$ cat config.mk
export PLATFORM = sky130hd
export DESIGN_NAME = refresh_seq
export DESIGN_NICKNAME = d
export VERILOG_FILES = /design/src/rtl/rfsh_pkg.sv /design/src/rtl/rfsh_timer.sv /design/src/rtl/rfsh_fsm.sv /design/src/rtl/rfsh_cmd_enc.sv /design/src/rtl/refresh_seq.sv
export SDC_FILE = /design/constraint.sdc
export NUM_CORES = 1
export LEC_CHECK = 0
export CAP_MARGIN = 20
export CORE_MARGIN = 2
export CORE_UTILIZATION = 35
export CTS_CLUSTER_SIZE = 8
export DETAILED_ROUTE_END_ITERATION = 10
export GPL_TIMING_DRIVEN = 0
export SLEW_MARGIN = 15
export SYNTH_ARGS = -nofsm -noshare
export SYNTH_HDL_FRONTEND = slang
export SYNTH_SLANG_ARGS = --single-unit
$ cat constraint.sdc
create_clock -name clk -period 2.1 [get_ports clk]
set_input_delay 0.42 -clock clk [delete_from_list [all_inputs] [get_ports clk]]
set_output_delay 0.42 -clock clk [all_outputs]
set_load 0.01 [all_outputs]
$ cat src/rtl/rfsh_pkg.sv
package rfsh_pkg;

  typedef enum logic [1:0] {
    ST_IDLE     = 2'd0,
    ST_PRE_WAIT = 2'd1,
    ST_RFC_WAIT = 2'd2
  } rfsh_state_e;

  // {cs_n, ras_n, cas_n, we_n}
  localparam logic [3:0] CMD_NOP  = 4'b0111;
  localparam logic [3:0] CMD_PRE  = 4'b0010;
  localparam logic [3:0] CMD_AREF = 4'b0001;
  localparam logic [3:0] CMD_INH  = 4'b1111;

  // counter width able to hold the larger of two wait lengths
  function automatic int unsigned cnt_width(input int unsigned a, input int unsigned b);
    int unsigned m;
    m = (a > b) ? a : b;
    return (m < 2) ? 1 : $clog2(m);
  endfunction

  // reload value for a wait of t cycles (next command t edges later)
  function automatic int unsigned wait_load(input int unsigned t);
    return t - 1;
  endfunction

  // number of refreshes requested by the burst select
  function automatic int unsigned refresh_count(input logic two);
    return two ? 2 : 1;
  endfunction

endpackage

$ cat src/rtl/rfsh_timer.sv
module rfsh_timer #(
  parameter int unsigned CW = 4
) (
  input  logic          clk,
  input  logic          rst_n,
  input  logic          load,
  input  logic [CW-1:0] load_val,
  output logic          done
);

  logic [CW-1:0] cnt_q;

  always_ff @(posedge clk) begin
    if (!rst_n) begin
      cnt_q <= '0;
    end else if (load) begin
      cnt_q <= load_val;
    end else if (cnt_q != '0) begin
      cnt_q <= cnt_q - 1'b1;
    end
  end

  assign done = (cnt_q == '0);

  // A new wait may only start once the previous one has fully run out
  p_load_at_zero_r5: assert property (@(posedge clk) disable iff (!rst_n)
    load |-> (cnt_q == '0));

endmodule

$ cat src/rtl/rfsh_fsm.sv
module rfsh_fsm
  import rfsh_pkg::*;
#(
  parameter int unsigned T_RP  = 3,
  parameter int unsigned T_RFC = 10,
  parameter int unsigned CW    = 4
) (
  input  logic          clk,
  input  logic          rst_n,
  input  logic          req,
  input  logic          two,
  input  logic          any_open,
  input  logic          done,
  output logic          issue_pre,
  output logic          issue_aref,
  output logic [CW-1:0] load_val,
  output logic          own_next,
  output logic          busy,
  output logic          ack
);

  localparam logic [CW-1:0] LD_RP  = CW'(wait_load(T_RP));
  localparam logic [CW-1:0] LD_RFC = CW'(wait_load(T_RFC));

  rfsh_state_e st_q, st_n;
  logic [1:0]  left_q, left_n;
  logic        ack_q;
  logic        accept;
  logic        finish;

  assign accept = (st_q == ST_IDLE) && req && !ack_q;

  always_comb begin
    st_n       = st_q;
    left_n     = left_q;
    issue_pre  = 1'b0;
    issue_aref = 1'b0;
    finish     = 1'b0;
    case (st_q)
      ST_IDLE: begin
        if (accept) begin
          if (any_open) begin
            issue_pre = 1'b1;
            st_n      = ST_PRE_WAIT;
            left_n    = 2'(refresh_count(two));
          end else begin
            issue_aref = 1'b1;
            st_n       = ST_RFC_WAIT;
            left_n     = 2'(refresh_count(two) - 1);
          end
        end
      end
      ST_PRE_WAIT: begin
        if (done) begin
          issue_aref = 1'b1;
          left_n     = left_q - 2'd1;
          st_n       = ST_RFC_WAIT;
        end
      end
      ST_RFC_WAIT: begin
        if (done) begin
          if (left_q != 2'd0) begin
            issue_aref = 1'b1;
            left_n     = left_q - 2'd1;
          end else begin
            finish = 1'b1;
            st_n   = ST_IDLE;
          end
        end
      end
      default: st_n = ST_IDLE;
    endcase
  end

  always_ff @(posedge clk) begin
    if (!rst_n) begin
      st_q   <= ST_IDLE;
      left_q <= 2'd0;
      ack_q  <= 1'b0;
    end else begin
      st_q   <= st_n;
      left_q <= left_n;
      ack_q  <= finish;
    end
  end

  assign load_val = issue_pre ? LD_RP : LD_RFC;
  assign own_next = (st_n != ST_IDLE);
  assign busy     = (st_q != ST_IDLE);
  assign ack      = ack_q;

  // Refresh from a wait state only when the timer has expired
  p_aref_needs_done_r5: assert property (@(posedge clk) disable iff (!rst_n)
    (issue_aref && (st_q != ST_IDLE)) |-> done);

  // Acceptance takes the bus at the next edge
  p_accept_busy_r2: assert property (@(posedge clk) disable iff (!rst_n)
    accept |=> busy);

  // Acknowledge is a single-cycle pulse
  p_ack_pulse_r9: assert property (@(posedge clk) disable iff (!rst_n)
    ack |=> !ack);

  // No refresh left pending once idle
  p_idle_no_left_r7: assert property (@(posedge clk) disable iff (!rst_n)
    ack |-> (left_q == 2'd0));

endmodule

$ cat src/rtl/rfsh_cmd_enc.sv
module rfsh_cmd_enc
  import rfsh_pkg::*;
#(
  parameter int unsigned ADDR_W = 13,
  parameter int unsigned BA_W   = 2,
  parameter int unsigned AP_BIT = 10
) (
  input  logic              clk,
  input  logic              rst_n,
  input  logic              issue_pre,
  input  logic              issue_aref,
  input  logic              own_next,
  output logic [3:0]        cmd,
  output logic [ADDR_W-1:0] addr,
  output logic [BA_W-1:0]   ba,
  output logic              cke
);

  localparam logic [ADDR_W-1:0] ALL_BANKS = {{(ADDR_W-1){1'b0}}, 1'b1} << AP_BIT;

  always_ff @(posedge clk) begin
    if (!rst_n) begin
      cmd  <= CMD_INH;
      addr <= '0;
      ba   <= '0;
      cke  <= 1'b0;
    end else begin
      cke <= 1'b1;
      ba  <= '0;
      if (issue_pre) begin
        cmd  <= CMD_PRE;
        addr <= ALL_BANKS;
      end else if (issue_aref) begin
        cmd  <= CMD_AREF;
        addr <= '0;
      end else if (own_next) begin
        cmd  <= CMD_NOP;
        addr <= '0;
      end else begin
        cmd  <= CMD_INH;
        addr <= '0;
      end
    end
  end

  // Precharge always closes every bank
  p_pre_all_banks_r3: assert property (@(posedge clk) disable iff (!rst_n)
    (cmd == CMD_PRE) |-> addr[AP_BIT]);

  // Refresh carries no address information
  p_aref_zero_addr_r6: assert property (@(posedge clk) disable iff (!rst_n)
    (cmd == CMD_AREF) |-> ((addr == '0) && (ba == '0)));

endmodule

$ cat src/rtl/refresh_seq.sv
module refresh_seq
  import rfsh_pkg::*;
#(
  parameter int unsigned T_RP   = 3,
  parameter int unsigned T_RFC  = 10,
  parameter int unsigned ADDR_W = 13,
  parameter int unsigned BA_W   = 2,
  parameter int unsigned AP_BIT = 10
) (
  input  logic              clk,
  input  logic              rst_n,
  input  logic              rf_req,
  input  logic              rf_two,
  input  logic              any_open,
  output logic              rf_ack,
  output logic              rf_busy,
  output logic              cs_n,
  output logic              ras_n,
  output logic              cas_n,
  output logic              we_n,
  output logic [ADDR_W-1:0] addr,
  output logic [BA_W-1:0]   ba,
  output logic              cke
);

  localparam int unsigned CW = cnt_width(T_RP, T_RFC);

  logic          issue_pre;
  logic          issue_aref;
  logic          own_next;
  logic          wait_done;
  logic [CW-1:0] load_val;
  logic [3:0]    cmd;

  rfsh_fsm #(.T_RP(T_RP), .T_RFC(T_RFC), .CW(CW)) u_fsm (
    .clk       (clk),
    .rst_n     (rst_n),
    .req       (rf_req),
    .two       (rf_two),
    .any_open  (any_open),
    .done      (wait_done),
    .issue_pre (issue_pre),
    .issue_aref(issue_aref),
    .load_val  (load_val),
    .own_next  (own_next),
    .busy      (rf_busy),
    .ack       (rf_ack)
  );

  rfsh_timer #(.CW(CW)) u_timer (
    .clk     (clk),
    .rst_n   (rst_n),
    .load    (issue_pre | issue_aref),
    .load_val(load_val),
    .done    (wait_done)
  );

  rfsh_cmd_enc #(.ADDR_W(ADDR_W), .BA_W(BA_W), .AP_BIT(AP_BIT)) u_enc (
    .clk       (clk),
    .rst_n     (rst_n),
    .issue_pre (issue_pre),
    .issue_aref(issue_aref),
    .own_next  (own_next),
    .cmd       (cmd),
    .addr      (addr),
    .ba        (ba),
    .cke       (cke)
  );

  assign {cs_n, ras_n, cas_n, we_n} = cmd;

  // Clock enable stays high while the sequencer owns the bus
  p_cke_high_r10: assert property (@(posedge clk) disable iff (!rst_n)
    rf_busy |-> cke);

  // Released bus carries only inhibit
  p_idle_inhibit_r9: assert property (@(posedge clk) disable iff (!rst_n)
    !rf_busy |-> (cmd == CMD_INH));

  // Waiting cycles carry NOP only
  p_busy_nop_r8: assert property (@(posedge clk) disable iff (!rst_n)
    (rf_busy && (cmd != CMD_PRE) && (cmd != CMD_AREF)) |-> (cmd == CMD_NOP));

  // Acknowledge coincides with bus release
  p_ack_release_r9: assert property (@(posedge clk) disable iff (!rst_n)
    rf_ack |-> !rf_busy);

endmodule

==> reports/metrics.cfg, run 1 <==
[finish]
final_area_sq_mm = 0.00114
drive_gt1_share_pct = 24.1
final_nets = 147
instances_no_fill = 163
syn2layout_area_growth_pct = 30.9
num_antenna_cells = 0

[logic_synthesis]
synthCells = 100
syn_area_sq_um = 870
ys_seq_area_share_pct = 34.5
synth_area_leaders = dfxtp_1 (35%), buf_4 (12%), ha_1 (12%)
avgSynthCellArea_sq_um = 8.70
yosys.area.top_type_share_pct = 34.5
yosysWarnings = 0
synth.largest_area_cell = dfxtp_1
ys_ff_latch = 15
synth_cell_types = 30

[routing]
routedWlPerCell_microns = 9.68
vias_per_cell = 4.28
routed_wl_microns = 1580
dr.pass1.iters = 3
vias = 697
drtIter0Drc = 13
drcViolationCount = 0
antenna_left = 0

[placed_design]
placed_cell_area_sq_mm = 0.00108
pre_cts_ws_ns = 0.0472
gp_congestion = 0.746
placed_cells_incl_taps = 155
port_buffers = 12
hpwlAfterDp_microns = 1280

[floorplanning]
die_x_microns = 53.8
dieHeight_microns = 53.8
initial_utilization_pct = 36.1
rows = 18
io_pins = 27
core_sq_mm = 0.00241
die_area_sq_mm = 0.00290

[global_routing]
gr-total-overflow = 0
grt_first_pass_wirelength_microns = 2640
grt_pass1_vias = 637
antenna_found_initial = 0
grt_max_degree = 11
track_usage_pct = 12.5

[flow_run]
drv_cap = 0

[cts]
clk-insertion-delay-late_ns = 0.28
cts_root_buf = clkbuf_4
cts_buffer_depth = 2
clock_sinks = 15
cts_buffers = 3
h-tree-depth = 1
cts_tree = yes
hold_buffers = 0
clkSlewWorstSetupHoldPaths_ns = 0.09

[timing]
rsz0062_at_grt = no
tns_ns = 0
finalSetupViolations = 0
max_clock_freq_ghz = 0.506
timing.hold.ws_ns = 0.485
min_period_ns = 1.98
finalHoldViolCount = 0
setup_ws_ns = 0.124
finalCritPeriodShare_pct = 94.1
maxSlewViolCount = 0
skew_ns = 0.00253

[setup_path]
crit_fanout = 6
path_class = reg -> out
required_ns = 1.68
cp.arrival_ns = 1.56
cp-start-kind = register
critPathCaptureType = output port

[worst_hold_path]
worstHoldPathType = reg -> reg

[outcome]
outcome = finished clean

[pwr]
p_leak_nw = 0.527
p_per_area_mw_per_mm2 = 1110
vdd.ir_drop.worst_mv = 0.617

-- power breakdown --
group | internal, mW | switching [mW]
clock network | 0.0708 | 0.0948
registers | 0.362 | 0.0521
logic | 0.372 | 0.311
-- repair_timing --
| action | 4_1_cts | 5_1_grt |
|---|---|---|
| hold endpoints to repair | 0 | 0 |
| setup buffers | 0 | 4 |
| setup endpoints to repair | 1 | 2 |
| gates resized for setup | 2 | 1 |
-- per-layer routing --
metal  global-route usage (%)  vias to the layer above  part of all wire (%)
li1                         -                      376                     -
met4                     2.56                        0                     0
met5                        0                        -                     0
met3                     5.00                        0                   4.9
met1                     14.7                      308                    42
met2                     21.3                       13                    53
-- cell families (layout without fill, tap and decap cells) --
kind of cell               after synthesis  after routing  share of synthesized area [%]
AOI/OAI and AO/OA                       21             21                           14.0
xor gates and xnor gates                 2              2                           2.01
adders and majority gates                8              8                           11.5
buffers and inverters                   24             44                           16.4
DFF                                     15             15                           34.5
muxes                                    1              1                           1.15
other                                    1             14                          0.431
and+or+nand+nor                         28             28                           20.0
-- critical path: stages (launching register included) --
cell and delay (ns):
dfxtp_2 0.38, inv_1 0.07, ha_2 0.21, inv_1 0.08, clkdlybuf4s50_1 0.53
-- cell usage in the layout, fill, tap and decap left out, types with 2 or more instances in the layout --
master and instances:
a21oi_1 8, a31oi_1 2, and2_1 2, buf_4 18, clkbuf_4 3, clkdlybuf4s50_1 12, conb_1 14, dfxtp_1 13
dfxtp_2 2, ha_1 7, inv_1 10, nand2_1 4, nand3_1 3, nor2_1 4, nor2b_1 3, nor3_1 2
o21ai_0 6, or3_2 2, xnor2_1 2
-- cell type report --
class,instances,area (sq um)
Sequential cell,15,303
Timing Repair Buffer,16,150
Clock buffer,3,22.5
Multi-Input combinational cell,74,478
Fill cell,232,1270
Buffer,14,105
Clock inverter,1,5.00
Tap cell,30,37.5
Inverter,10,37.5
-- cell usage after synthesis, drive strengths merged --
cell type   n
a21o        1
a21oi       9
a31oi       2
and2        2
and3        1
and4        1
buf        14
conb        1
dfxtp      15
ha          8
inv        10
mux2i       1
nand2       4
nand2b      1
nand3       3
nand3b      1
nor2        4
nor2b       3
nor3        2
nor3b       1
nor4        1
o211ai      1
o21a        1
o21ai       6
o21bai      1
or2         1
or3         3
xnor2       2
-- worst paths after layout --
kind,start,to,slack (ns),cells after the start
worst max register to register,u_timer.cnt_q[0],u_fsm.left_q[0],0.28,8
worst max-delay path,u_fsm.st_q[1],rf_busy,0.12,4
worst min register to register,u_fsm.left_q[0],u_fsm.left_q[0],0.48,2
worst min-delay path,u_fsm.left_q[0],u_fsm.left_q[0],0.48,2
-- stage by stage --
| step | power [mW] | util, % |
|---|---|---|
| floorplan | 0.855 | - |
| global placement | 0.981 | 44.7 |
| detailed placement | 1.01 | 44.7 |
| CTS | 1.18 | 45.9 |
| global route | 1.37 | 47.2 |
| finish | 1.26 | 47.2 |
-- flip-flops by register name, summed over array words and instances (netlist names) --
signal and cells:
u_enc.cmd 4, u_enc.addr 1, u_fsm.left_q 2, u_fsm.st_q 2
u_timer.cnt_q 4, u_fsm.ack 1, u_enc.cke 1
No activity file was read; power rests on OpenSTA's default activity.
==> inputs of run 2 (changes only) <==
--- a/config.mk
+++ b/config.mk
@@ -10,6 +10,7 @@
 export CORE_UTILIZATION = 35
 export CTS_CLUSTER_SIZE = 8
 export DETAILED_ROUTE_END_ITERATION = 10
+export GPL_ROUTABILITY_DRIVEN = 1
 export GPL_TIMING_DRIVEN = 0
 export SLEW_MARGIN = 15
 export SYNTH_ARGS = -nofsm -noshare
==> results of run 2 <==
Same layout as run 1: the final DEF is identical, and so are final timing and power.
==> inputs of run 3 (changes only) <==
--- a/config.mk
+++ b/config.mk
@@ -8,7 +8,6 @@
 export CAP_MARGIN = 20
 export CORE_MARGIN = 2
 export CORE_UTILIZATION = 35
-export CTS_CLUSTER_SIZE = 8
 export DETAILED_ROUTE_END_ITERATION = 10
 export GPL_ROUTABILITY_DRIVEN = 1
 export GPL_TIMING_DRIVEN = 0
==> constraint.sdc (replaced) <==
create_clock -name clk -period 2.4 [get_ports clk]
set_input_delay 0.48 -clock clk [delete_from_list [all_inputs] [get_ports clk]]
set_output_delay 0.48 -clock clk [all_outputs]
set_load 0.01 [all_outputs]
==> run 3 against run 2 <==
Critical path depth unchanged. Combinational power fell by 25%. Sequential share of layout area is 0.62 points higher. Sequential cell count stayed put. First-iteration DRC count stayed put. Hold slack worse by 0.0010 ns. Via count shrank 2.4%. Sequential power down 13%. Wire length decreased by 0.95%. Global-route usage is the same. Worst setup slack improved by 0.11 ns. Register-to-register slack improved by 0.18 ns. Largest cell class unchanged. Largest power group unchanged.
==> reports/metrics.cfg, run 3 (synthesized netlist as in run 1, its figures left out) <==
[timing]
skew_ns = 0.00395  ; +0.00142 ns
finalCritPeriodShare_pct = 90.3
tns_ns = 0  ; unchanged
finalSetupViolations = 0  ; unchanged
max_clock_freq_ghz = 0.461
rsz0062_at_grt = no
maxSlewViolCount = 0  ; unchanged
finalHoldViolCount = 0  ; unchanged
min_period_ns = 2.17

[cts]
h-tree-depth = 1  ; unchanged
cts_root_buf = clkbuf_4
cts_buffers = 3  ; unchanged
clk-insertion-delay-late_ns = 0.29  ; about the same
hold_buffers = 0  ; unchanged
clock_sinks = 15  ; unchanged
cts_tree = yes
clkSlewWorstSetupHoldPaths_ns = 0.09  ; about the same
cts_buffer_depth = 2  ; unchanged
postCtsSetupRepairBufs = 0  ; unchanged
cts_resized = 0  ; -2

[routing]
routedWlPerCell_microns = 9.83  ; +1.5%
routed_wl_microns = 1560  ; -0.95%
drcViolationCount = 0  ; unchanged
vias = 680  ; -2.4%
antenna_left = 0  ; unchanged
drtIter0Drc = 13  ; unchanged
vias_per_cell = 4.28  ; about the same
dr.pass1.iters = 5  ; +2

[placed_design]
placed_cell_area_sq_mm = 0.00108  ; unchanged
port_buffers = 12  ; unchanged
gp_congestion = 0.746  ; unchanged
placed_cells_incl_taps = 155  ; unchanged
hpwlAfterDp_microns = 1280  ; unchanged

[finish]
final_area_sq_mm = 0.00110  ; -3.1%
num_antenna_cells = 0  ; unchanged
drive_gt1_share_pct = 19.4  ; -4.7 points
layout_commonest_cell = dfxtp_1
final_cell_mix = dfxtp_1 (15), buf_4 (14), conb_1 (14), clkdlybuf4s50_1 (12), inv_1 (10)
instances_no_fill = 159  ; -2.5%
syn2layout_area_growth_pct = 26.9
top_regs = u_enc.cmd: 4 flops, u_timer.cnt_q: 4 flops
nFillCells = 235  ; +1.3%
final_nets = 143  ; -2.7%

[setup_path]
cp-start-kind = register
crit_fanout = 6  ; unchanged
critPathCaptureType = output port
path_class = reg -> out
cp.arrival_ns = 1.69  ; +0.13 ns
required_ns = 1.92  ; +0.24 ns

[floorplanning]
initial_utilization_pct = 36.1  ; unchanged
dieHeight_microns = 53.8  ; unchanged
core_sq_mm = 0.00241  ; unchanged
die_area_sq_mm = 0.00290  ; unchanged
die_x_microns = 53.8  ; unchanged
rows = 18  ; unchanged
io_pins = 27  ; unchanged

[flow_run]
drv_cap = 0  ; unchanged

[pwr]
vdd.ir_drop.worst_mv = 0.539  ; -13%
p_leak_nw = 0.507  ; -3.7%
p_per_area_mw_per_mm2 = 920  ; -17%
power_mw = 1.02  ; -20%

[global_routing]
grt_max_degree = 11  ; unchanged
track_usage_pct = 12.5  ; unchanged
grt_pass1_vias = 637  ; unchanged
antenna_found_initial = 0  ; unchanged
gr-total-overflow = 0  ; unchanged
grt_first_pass_wirelength_microns = 2640  ; unchanged

[outcome]
outcome = finished clean

[worst_hold_path]
worstHoldPathType = reg -> reg

## run 3: final timing paths
path	from	endpoint	slack [ns]	cells past startpoint
setup / recovery	u_fsm.st_q[1]	rf_busy	0.23	4
hold / removal	u_fsm.left_q[0]	u_fsm.left_q[0]	0.48	2
setup reg to reg	u_timer.cnt_q[0]	u_timer.cnt_q[1]	0.46	7
hold reg to reg	u_fsm.left_q[0]	u_fsm.left_q[0]	0.48	2
## run 3: area by class of cell
cell class                      instances  area, sq um  share of cell area [%]
Clock inverter                          1         5.00                   0.454
Buffer                                 14          105                    9.52
Multi-Input combinational cell         74          475                    43.1
Inverter                               10         37.5                    3.40
Clock buffer                            3         22.5                    2.04
Tap cell                               30         37.5                    3.40
Sequential cell                        15          300                    27.2
Timing Repair Buffer                   12          120                    10.9
## run 3: critical path: stages, from the launching register on
cell and delay [ns]:
dfxtp_1 0.43, inv_1 0.09, ha_1 0.25, inv_1 0.10
clkdlybuf4s50_1 0.53
## run 3: stage by stage
step           hold WS (ns)  worst slack (ns)  util (%)
6_report              0.484             0.232      45.8
5_1_grt               0.503             0.130      45.8
4_1_cts               0.492             0.225      45.8
3_5_place_dp          0.478             0.287      44.7
3_3_place_gp          0.460             0.324      44.7
2_1_floorplan         0.446             0.758         -
## run 3: report_power, final
group	switching (mW)	internal (mW)	leakage, nW
Combinational	0.255	0.254	0.366
Clock	0.0838	0.0619	0.0177
Sequential	0.0453	0.315	0.124
## run 3: layer usage
layer / wire length, microns / GRT usage [%] / vias up
met5: 0 / 0 / -
met4: 0 / 2.56 / 0
li1: - / - / 367
met1: 681 / 14.7 / 300
met3: 77 / 5.00 / 0
met2: 803 / 21.3 / 13
